**src/rtl/dfp_pkg.sv**
```systemverilog
package dfp_pkg;
  localparam int IRQ_TX_EMPTY = 0;
  localparam int IRQ_TX_THR   = 1;
  localparam int IRQ_RX_FULL  = 2;
  localparam int IRQ_RX_THR   = 3;
  localparam int IRQ_COUNT    = 4;

  typedef enum logic {
    DIR_DRAIN = 1'b0,
    DIR_FILL  = 1'b1
  } fill_dir_e;
endpackage

```
**src/rtl/dfp_fifo_core.sv**
```systemverilog
module dfp_fifo_core #(
  parameter int DATA_W = 16,
  parameter int DEPTH  = 128,
  localparam int PTR_W = (DEPTH > 1) ? $clog2(DEPTH) : 1,
  localparam int CNT_W = $clog2(DEPTH + 1)
) (
  input  logic              clk,
  input  logic              rst_n,
  input  logic              restart,
  input  logic              wr_en,
  input  logic [DATA_W-1:0] wr_data,
  input  logic              rd_en,
  output logic [DATA_W-1:0] rd_data,
  output logic [CNT_W-1:0]  level,
  output logic              full,
  output logic              empty
);
  logic [DATA_W-1:0] store [DEPTH];
  logic [PTR_W-1:0]  wptr, rptr;
  logic              push, pop;

  function automatic logic [PTR_W-1:0] bump(input logic [PTR_W-1:0] p);
    return (p == PTR_W'(DEPTH - 1)) ? '0 : p + PTR_W'(1);
  endfunction

  assign full  = (level == CNT_W'(DEPTH));
  assign empty = (level == '0);
  // a restart frees every slot, so a write in that cycle always lands
  assign push  = wr_en && (!full || restart);
  assign pop   = rd_en && !empty && !restart;
  assign rd_data = store[rptr];

  always_ff @(posedge clk) begin
    if (push) store[restart ? '0 : wptr] <= wr_data;
  end

  always_ff @(posedge clk or negedge rst_n) begin
    if (!rst_n) begin
      wptr  <= '0;
      rptr  <= '0;
      level <= '0;
    end else if (restart) begin
      rptr  <= '0;
      wptr  <= push ? PTR_W'(1) : '0;
      level <= push ? CNT_W'(1) : '0;
    end else begin
      if (push) wptr <= bump(wptr);
      if (pop)  rptr <= bump(rptr);
      case ({push, pop})
        2'b10:   level <= level + CNT_W'(1);
        2'b01:   level <= level - CNT_W'(1);
        default: level <= level;
      endcase
    end
  end
endmodule

```
**src/rtl/dfp_level_irq.sv**
```systemverilog
module dfp_level_irq
  import dfp_pkg::*;
#(
  parameter int        DEPTH = 128,
  parameter fill_dir_e DIR   = DIR_DRAIN,
  localparam int THR_W = (DEPTH > 1) ? $clog2(DEPTH) : 1,
  localparam int CNT_W = $clog2(DEPTH + 1)
) (
  input  logic             en,
  input  logic [CNT_W-1:0] level,
  input  logic [THR_W-1:0] thresh,
  input  logic             edge_mask,
  input  logic             thr_mask,
  output logic             irq_edge,
  output logic             irq_thr
);
  logic [CNT_W-1:0] thr_ext;
  logic             edge_hit, thr_hit;

  assign thr_ext = CNT_W'(thresh);

  generate
    if (DIR == DIR_FILL) begin : g_fill
      assign edge_hit = (level == CNT_W'(DEPTH));
      assign thr_hit  = (level >= thr_ext) && (level != '0);
    end else begin : g_drain
      assign edge_hit = (level == '0);
      assign thr_hit  = (level <= thr_ext);
    end
  endgenerate

  assign irq_edge = en && edge_mask && edge_hit;
  assign irq_thr  = en && thr_mask && thr_hit;
endmodule

```
**src/rtl/dfp_sticky_flag.sv**
```systemverilog
module dfp_sticky_flag (
  input  logic clk,
  input  logic rst_n,
  input  logic set,
  input  logic clr,
  output logic q
);
  always_ff @(posedge clk or negedge rst_n) begin
    if (!rst_n) q <= 1'b0;
    else        q <= set | (q & ~clr);
  end
endmodule

```
**src/rtl/duplex_fifo_pair.sv**
```systemverilog
module duplex_fifo_pair
  import dfp_pkg::*;
#(
  parameter int DATA_W = 16,
  parameter int DEPTH  = 128,
  localparam int THR_W = (DEPTH > 1) ? $clog2(DEPTH) : 1,
  localparam int CNT_W = $clog2(DEPTH + 1)
) (
  input  logic                 clk,
  input  logic                 rst_n,
  input  logic                 tx_en,
  input  logic                 rx_en,
  input  logic [THR_W-1:0]     thresh,
  input  logic [IRQ_COUNT-1:0] irq_mask,
  input  logic                 cpu_tx_valid,
  input  logic [DATA_W-1:0]    cpu_tx_data,
  output logic                 cpu_tx_ready,
  output logic                 link_tx_valid,
  input  logic                 link_tx_ready,
  output logic [DATA_W-1:0]    link_tx_data,
  input  logic                 link_rx_valid,
  input  logic [DATA_W-1:0]    link_rx_data,
  output logic                 link_rx_ready,
  output logic                 cpu_rx_valid,
  input  logic                 cpu_rx_ready,
  output logic [DATA_W-1:0]    cpu_rx_data,
  output logic [CNT_W-1:0]     tx_level,
  output logic [CNT_W-1:0]     rx_level,
  output logic                 tx_ovf,
  output logic                 rx_ovf,
  input  logic                 tx_ovf_clr,
  input  logic                 rx_ovf_clr,
  output logic                 irq_tx_empty,
  output logic                 irq_tx_thr,
  output logic                 irq_rx_full,
  output logic                 irq_rx_thr
);
  logic              tx_en_q, tx_restart;
  logic              tx_full, tx_empty, rx_full, rx_empty;
  logic [DATA_W-1:0] tx_head;

  always_ff @(posedge clk or negedge rst_n) begin
    if (!rst_n) tx_en_q <= 1'b0;
    else        tx_en_q <= tx_en;
  end
  assign tx_restart = tx_en_q && !tx_en;

  // transmit direction
  dfp_fifo_core #(.DATA_W(DATA_W), .DEPTH(DEPTH)) tx_q_i (
    .clk(clk), .rst_n(rst_n), .restart(tx_restart),
    .wr_en(cpu_tx_valid), .wr_data(cpu_tx_data),
    .rd_en(link_tx_valid && link_tx_ready), .rd_data(tx_head),
    .level(tx_level), .full(tx_full), .empty(tx_empty)
  );
  assign cpu_tx_ready  = !tx_full || tx_restart;
  assign link_tx_valid = tx_en && !tx_empty;
  assign link_tx_data  = link_tx_valid ? tx_head : '0;

  // receive direction: disabled means held at the first entry
  dfp_fifo_core #(.DATA_W(DATA_W), .DEPTH(DEPTH)) rx_q_i (
    .clk(clk), .rst_n(rst_n), .restart(!rx_en),
    .wr_en(link_rx_valid && rx_en), .wr_data(link_rx_data),
    .rd_en(cpu_rx_valid && cpu_rx_ready), .rd_data(cpu_rx_data),
    .level(rx_level), .full(rx_full), .empty(rx_empty)
  );
  assign link_rx_ready = rx_en && !rx_full;
  assign cpu_rx_valid  = rx_en && !rx_empty;

  dfp_sticky_flag tx_ovf_i (
    .clk(clk), .rst_n(rst_n),
    .set(cpu_tx_valid && !cpu_tx_ready), .clr(tx_ovf_clr), .q(tx_ovf)
  );
  dfp_sticky_flag rx_ovf_i (
    .clk(clk), .rst_n(rst_n),
    .set(link_rx_valid && rx_en && rx_full), .clr(rx_ovf_clr), .q(rx_ovf)
  );

  dfp_level_irq #(.DEPTH(DEPTH), .DIR(DIR_DRAIN)) tx_irq_i (
    .en(tx_en), .level(tx_level), .thresh(thresh),
    .edge_mask(irq_mask[IRQ_TX_EMPTY]), .thr_mask(irq_mask[IRQ_TX_THR]),
    .irq_edge(irq_tx_empty), .irq_thr(irq_tx_thr)
  );
  dfp_level_irq #(.DEPTH(DEPTH), .DIR(DIR_FILL)) rx_irq_i (
    .en(rx_en), .level(rx_level), .thresh(thresh),
    .edge_mask(irq_mask[IRQ_RX_FULL]), .thr_mask(irq_mask[IRQ_RX_THR]),
    .irq_edge(irq_rx_full), .irq_thr(irq_rx_thr)
  );
endmodule

```
**config.mk**
```make
export PLATFORM = sky130hd
export DESIGN_NAME = duplex_fifo_pair
export DESIGN_NICKNAME = d
export VERILOG_FILES = /design/src/rtl/dfp_pkg.sv /design/src/rtl/dfp_fifo_core.sv /design/src/rtl/dfp_level_irq.sv /design/src/rtl/dfp_sticky_flag.sv /design/src/rtl/duplex_fifo_pair.sv
export SDC_FILE = /design/constraint.sdc
export NUM_CORES = 2
export LEC_CHECK = 0
export ABC_AREA = 1
export BUFFER_PORTS_ARGS = -buffer_cell sky130_fd_sc_hd__buf_2
export CAP_MARGIN = 5
export CELL_PAD_IN_SITES_DETAIL_PLACEMENT = 1
export CELL_PAD_IN_SITES_GLOBAL_PLACEMENT = 2
export CORE_ASPECT_RATIO = 1.75
export CORE_MARGIN = 4
export CORE_UTILIZATION = 28
export DETAILED_ROUTE_END_ITERATION = 10
export HOLD_SLACK_MARGIN = 0.06
export PLACE_DENSITY = 0.57
export SLEW_MARGIN = 40
export SYNTH_ARGS = -nofsm -noshare
export SYNTH_HDL_FRONTEND = slang
export SYNTH_SLANG_ARGS = --single-unit
```
**constraint.sdc**
```tcl
create_clock -name clk -period 2.55 [get_ports clk]
set_input_delay 0.51 -clock clk [delete_from_list [all_inputs] [get_ports clk]]
set_output_delay 0.51 -clock clk [all_outputs]
set_load 0.005 [all_outputs]
```
Word level (Yosys, flattened, before mapping)
Memory sizes are Yosys's and may differ from the RTL's.
Cells that the tools add are included.
{"block": "classes", "add_sub_neg": 8, "magnitude_cmp": 2, "n_eq_ne": 13, "mux": 27, "n_bitwise": 6, "reduce_logical": 40}
{"cell": "two-way mux 7 bit", "count": 14}
{"cell": "one-hot mux 8 bit (2 select lines)", "count": 2}
{"cell": "adder 7 x 1 -> 7 bit (second input constant)", "count": 4}
{"cell": "== test 7 bit (second input constant)", "count": 4}
{"cell": "logical AND 1 bit", "count": 24}
{"cell": "adder 8 x 1 -> 8 bit (second input constant)", "count": 2}
{"cell": "== test 8 bit (second input constant)", "count": 2}
{"cell": "zero test 8 bit", "count": 2}
{"cell": "two-way mux 16 bit", "count": 1}
{"cell": "two-way mux 8 bit", "count": 2}
{"cell": "subtractor 8 x 1 -> 8 bit (second input constant)", "count": 2}
{"cell": "greater-or-equal comparator 8 x 7 -> 1 bit", "count": 1}
{"cell": "<= comparator 8 x 7 -> 1 bit", "count": 1}
{"cell": "zero test 1 bit", "count": 8}
{"cell": "two-way mux 1 bit", "count": 8}
{"cell": "nonzero test 8 bit", "count": 1}
{"cell": "== test 2 x 1 -> 1 bit (second input constant)", "count": 2}
{"cell": "== test 2 bit (second input constant)", "count": 2}
{"cell": "inequality test 2 x 1 -> 1 bit (second input constant)", "count": 2}
{"cell": "nonzero test 2 bit", "count": 2}
{"cell": "inequality test 3 x 1 -> 1 bit (second input constant)", "count": 1}
{"cell": "nonzero test 3 bit", "count": 1}
{"cell": "AND 1 bit", "count": 2}
{"cell": "logical OR 1 bit", "count": 2}
{"cell": "other kinds (2)", "count": 4}
{"block": "totals", "ff_bits": 47, "ram_bits": 4096, "inputBits": 53, "out_inout_bits": 58, "n_memories": 2}
{"name": "rx_q_i.store", "depth": 128, "word_bits": 16, "rd": 1, "rd_clocked_by_memory_dff": 0, "wr": 1, "line": "dfp_fifo_core.sv:18", "rtl": "logic [DATA_W-1:0] store [DEPTH];"}
{"name": "tx_q_i.store", "depth": 128, "word_bits": 16, "rd": 1, "rd_clocked_by_memory_dff": 0, "wr": 1, "line": "dfp_fifo_core.sv:18"}

Longest topological paths before layout
{"block": "logic_depth", "depth_word": 9, "depth_mapped": 18, "ltp_nobuf": 18}

By module
From an unflattened synthesis, not the netlist that was laid out.
{"block": "unflattened", "cells_unflattened": 16169, "area_unflattened_um2": 174526.1}
{"mod": "dfp_fifo_core (tx_q_i)", "n_inst": 1, "cells_each": 8007, "area_per_inst_um2": 86900.8}
{"mod": "dfp_fifo_core (rx_q_i)", "n_inst": 1, "cells_each": 8011, "area_per_inst_um2": 86817.0}
{"mod": "dfp_level_irq (rx_irq_i)", "n_inst": 1, "cells_each": 49, "area_per_inst_um2": 257.7}
{"mod": "dfp_level_irq (tx_irq_i)", "n_inst": 1, "cells_each": 40, "area_per_inst_um2": 235.2}
{"mod": "duplex_fifo_pair", "n_inst": 1, "cells_each": 52, "area_per_inst_um2": 235.2}
{"mod": "dfp_sticky_flag", "n_inst": 2, "cells_each": 5, "area_per_inst_um2": 40.0}

Worst setup path before layout
Ideal clock, no wire load.
{"block": "synth_path", "path_kind": "input port to flip-flop", "startpoint": "input rx_en", "endpoint": "register rx_q_i.level[7]", "t_arrival_ps": 2585, "path_slack_ps": -153, "path_stages": 16, "path_buffers": 1, "path_cell_list": "buf_2 > clkinv_1 > nor3_4 > nand2_1 > inv_1 > ha_1 > a21oi_1 > nand2_1 > nand2_1 > nand2_1 > a21oi_1 > nor2_1 > nor2_1 > nand3_1 > nand3_1 > nand2_1"}
{"block": "synth_between", "elab_chain_len": 7, "elab_cells_between_ends": 13, "classes_between": "3 x eq/ne; 2 x mux; 8 x reduce/logical"}
{"item": "from (decl)", "line": "duplex_fifo_pair.sv:12", "rtl": "input logic rx_en,"}
{"item": "logical AND 1 bit", "line": "duplex_fifo_pair.sv:67", "rtl": "assign cpu_rx_valid = rx_en && !rx_empty;"}
{"item": "logical AND 1 bit", "line": "duplex_fifo_pair.sv:63", "rtl": ".rd_en(cpu_rx_valid && cpu_rx_ready), .rd_data(cpu_rx_data),"}
{"item": "logical AND 1 bit (2 in series)", "line": "dfp_fifo_core.sv:30", "rtl": "assign pop = rd_en && !empty && !restart;"}
{"item": "== test 2 x 1 -> 1 bit or == test 2 bit (tied branches)", "line": "dfp_fifo_core.sv:49", "rtl": "case ({push, pop})"}
{"item": "one-hot mux 8 bit (2 select lines)", "line": "dfp_fifo_core.sv:49"}
{"item": "two-way mux 8 bit", "line": "dfp_fifo_core.sv:42", "rtl": "end else if (restart) begin"}
{"item": "to (signal assigned)", "line": "dfp_fifo_core.sv:45", "rtl": "level <= push ? CNT_W'(1) : '0;"}
{"item": "to (signal assigned)", "line": "dfp_fifo_core.sv:50", "rtl": "2'b10: level <= level + CNT_W'(1);"}
{"item": "to (signal assigned)", "line": "dfp_fifo_core.sv:51", "rtl": "2'b01: level <= level - CNT_W'(1);"}
{"item": "to (decl)", "line": "dfp_fifo_core.sv:14", "rtl": "output logic [CNT_W-1:0] level,"}
Several ways; a longest one is shown, not always the timed one.
A chain may end at the register's enable or synchronous reset.

Final worst setup path
{"block": "layout_path", "startpoint": "register tx_q_i.rptr[0]", "endpoint": "output link_tx_data[15]"}
{"block": "layout_between", "elab_chain_len": 2}
{"item": "from (decl)", "line": "dfp_fifo_core.sv:19", "rtl": "logic [PTR_W-1:0] wptr, rptr;"}
{"item": "from (signal assigned)", "line": "dfp_fifo_core.sv:48", "rtl": "if (pop) rptr <= bump(rptr);"}
{"item": "memory (128 x 16 bit)"}
{"item": "two-way mux 16 bit", "line": "duplex_fifo_pair.sv:57", "rtl": "assign link_tx_data = link_tx_valid ? tx_head : '0;"}
{"item": "to (decl)", "line": "duplex_fifo_pair.sv:20", "rtl": "output logic [DATA_W-1:0] link_tx_data,"}
Every way passes these cells.

==> results.md <==
- Run status: complete, but fails checks
- Violated checks: setup timing
- Area leader, netlist: edfxtp_1
- Clk pwr share: between 20% and 30%
- Most common cell after layout, fill and taps aside: edfxtp_1
- TritonCTS Buffers: between 400 and 500
- Startpoint Class: flop
- Ports: between 100 and 150
- CTS tree: done
- R2R Setup Slk: -0.38 ns
- Share of the synthesized area in the top cell type: 72.4%
- Internal: 0.142 W
- Vias in the first global route: 124k
- Worst setup margin: -1.89 ns
- Cell Count, Final, Fillers Out: ~24k
- Max VDD drop: 664 uV
- Pre-Repair DR Iteration Count: 5
- Port Buffers: 110
- Register share of total power: between 30% and 40%
- Setup violators final: 48
- Largest net degree at the start of global routing: 81
- Initial cell density of the core: ~28%
- Share of cells above drive strength 1: between 10% and 20%
- P_sw: ~0.075 W
- H-tree levels: 5
- Rows: ~380
- Die height: ~1000 um
- ANT nets after route: 0
- Die width: ~600 um
- Minimum clock period after layout: roughly 4.4 ns
- Logic pwr share: 35.7%
- Max-cap violation count: 0
- GRT overflow: 0
- Clk sinks: slightly above 4k
- Layout net count: around 16k
- Pwr Total: 0.217 W
- Most frequent cells in the layout: 4096 x edfxtp_1, 3631 x nand2_1, 2136 x nand3_1
- Total number of vias: 118k
- Clk Latency, worst-skew pair: around 1.0 ns
- Fin crit share: 174%
- Crit. End Element: output port
- DR vias/cell: between 4 and 5
- Post-Syn Area: ~170000 um2
- 1st-iter DRT viols: between 7k and 8k
- Antenna violations before repair: 19
- Clock Pin Slew Worst Setup and Hold Paths: ~0.070 ns
- Rel. slew slack: 43.0%
- Sw Share: between 30% and 40%
- DRT Wirelength: about 660000 um
- CTS Buffer Depth: 5
- Syn nets: 14.8k
- Unrepaired setup endpoints after global routing: yes
- Distinct cells, synth: 45
- Synth warn: 0
- Async set-reset flop share out of synthesis: under 10%
- Die area: just over 600000 um2
- DR WL/cell: 26.9 um
- Peak Freq: about 0.23 GHz
- Clock skew: roughly 0.096 ns
- Worst-path fanout max: 9
- Final Hold Viols: 0
- CORE AREA: roughly 600000 um2
- Measured slew at the worst slew-check pin: 0.855 ns
- Req. time, crit path: ~2 ns
- Register area share after synthesis: approximately 73%
- First-pass GRT wire length: 924000 um
- Worst Hold Class: input pin to flop
- Final Util: 36.2%
- Top cells by area, synth: edfxtp_1 72%, nand2_1 8.3%, nand3_1 7.6%, nor2_1 3.6%, o21ai_0 2.0%
- Cells after Synth: approximately 15k
- Pwr/cell area: between 900 and 1000 nW/um2
- Placed Cells: between 20k and 25k
- Crit path DAT: 3.93 ns
- Tot GR Track Use: around a fifth
- Area Growth Syn to Fin: 28.9%
- Number of synthesized flops with an enable pin: 4096
- Root Buffer: clkbuf_16
- CP Class: flop to output port
- Leak: about 80 nW
- Placer Congestion: ~0.82
- Post-Syn Area per Cell: around 12 um2
- Flops & latches, synth: around 4.1k
- Primary FF master, synth: edfxtp_1
- DRC: 0
- Final Max Tran Viols: 0
- HPWL Detailed: approximately 420000 um
==> area by class of cell <==
type	instances	area [um2]
Sequential cell	4143	124000
Fill cell	64300	386000
Tap cell	7980	9980
Inverter	521	2060
Multi-Input combinational cell	9106	43400
Antenna cell	5	12.5
Timing Repair Buffer	1960	25500
Clock buffer	520	11300
Clock inverter	244	2380
==> path summary, 6_finish.rpt <==
path                                       from                 end  cells past startpoint
worst min-delay path            link_rx_data[3]  rx_q_i.store[0][3]                      2
worst max-delay path             tx_q_i.rptr[0]    link_tx_data[15]                     16
min in group asynchronous                 rst_n      rx_q_i.wptr[1]                      3
worst max register to register  tx_q_i.level[5]     tx_q_i.level[6]                     17
worst min register to register   tx_q_i.wptr[4]      tx_q_i.wptr[4]                      1
max in group asynchronous                 rst_n      rx_q_i.rptr[0]                      4
==> Yosys cell counts (34+ instances only) <==
library cell	n
nor2_1	1632
a21oi_1	172
o211ai_1	54
nand2_1	3748
edfxtp_1	4096
or2_2	34
buf_2	332
o21ai_1	38
o21ai_0	690
nand3_1	2591
buf_1	106
dfrtp_1	47
o22ai_1	58
clkbuf_1	389
buf_4	63
inv_1	512
==> metal layers <==
layer	GRT usage, %	part of all wire, %
met5	0	0
met4	9.26	5.1
met3	1.82	2.4
met2	41.1	57
met1	21.5	36
==> power groups by stage <==
stage	Clock [W]	Sequential [W]	Combinational, W
finish	0.0635	0.0756	0.0774
global route	0.0677	0.0756	0.0833
CTS	0.0653	0.0756	0.0741
detailed placement	0	0.0771	0.0636
global placement	0	0.0771	0.0633
floorplan	0	0.0770	0.0303
==> what timing repair did <==
action                                  4_1_cts  5_1_grt
setup buffers                               130       63
pin swaps                                   107      176
hold buffers                                 43        0
endpoints found under the setup margin     3250     2083
endpoints found under the hold margin      1060        0
cloned                                       62       44
gates resized for setup                     723      535
==> per-stage QoR <==
stage	TNS (ns)	instance area (um2)	hold WS, ns	setup slack [ns]
after global placement	-701.99	195000	0.523	-1.69
after floorplan	-41.82	170000	0.214	-0.0590
after detailed placement	-762.50	195000	0.528	-1.62
after global routing	-76.95	219000	0.135	-1.99
after CTS	-89.50	215000	0.0828	-2.07
final	-55.72	219000	0.159	-1.89
==> kinds of logic after synthesis <==
| kind of cell | synth area share (%) |
|---|---|
| compound gates | 3.16 |
| flops | 73.1 |
| xor+xnor | 0.0567 |
| buf+inv | 3.61 |
| fa+ha+maj | 0.252 |
| simple gates | 19.8 |
==> sequential cells by signal, indices dropped and copies added (netlist names) <==
register,count
rx_q_i.wptr,7
tx_q_i.wptr,7
rx_q_i.rptr,7
tx_en_q,1
rx_ovf_i.q,1
tx_q_i.level,8
rx_q_i.store,2048
tx_q_i.store,2048
rx_q_i.level,8
tx_q_i.rptr,7
tx_ovf_i.q,1
==> critical path, cell delays in order (launching register included) <==
cell     delay [ns]
dfrtp_4        0.57
buf_12         0.20
buf_16         0.18
buf_4          0.14
nor2_1         0.11
nor2_1         0.05
o21ai_0        0.10
a21oi_2        0.12
buf_4          0.14
nor2_1         0.21
nand2_1        0.19
nand3_2        0.18
nand3_4        0.14
buf_4          0.17
nand2_1        0.14
nor2_2         0.08
buf_2          0.15
(Power assumes the default switching activity.)
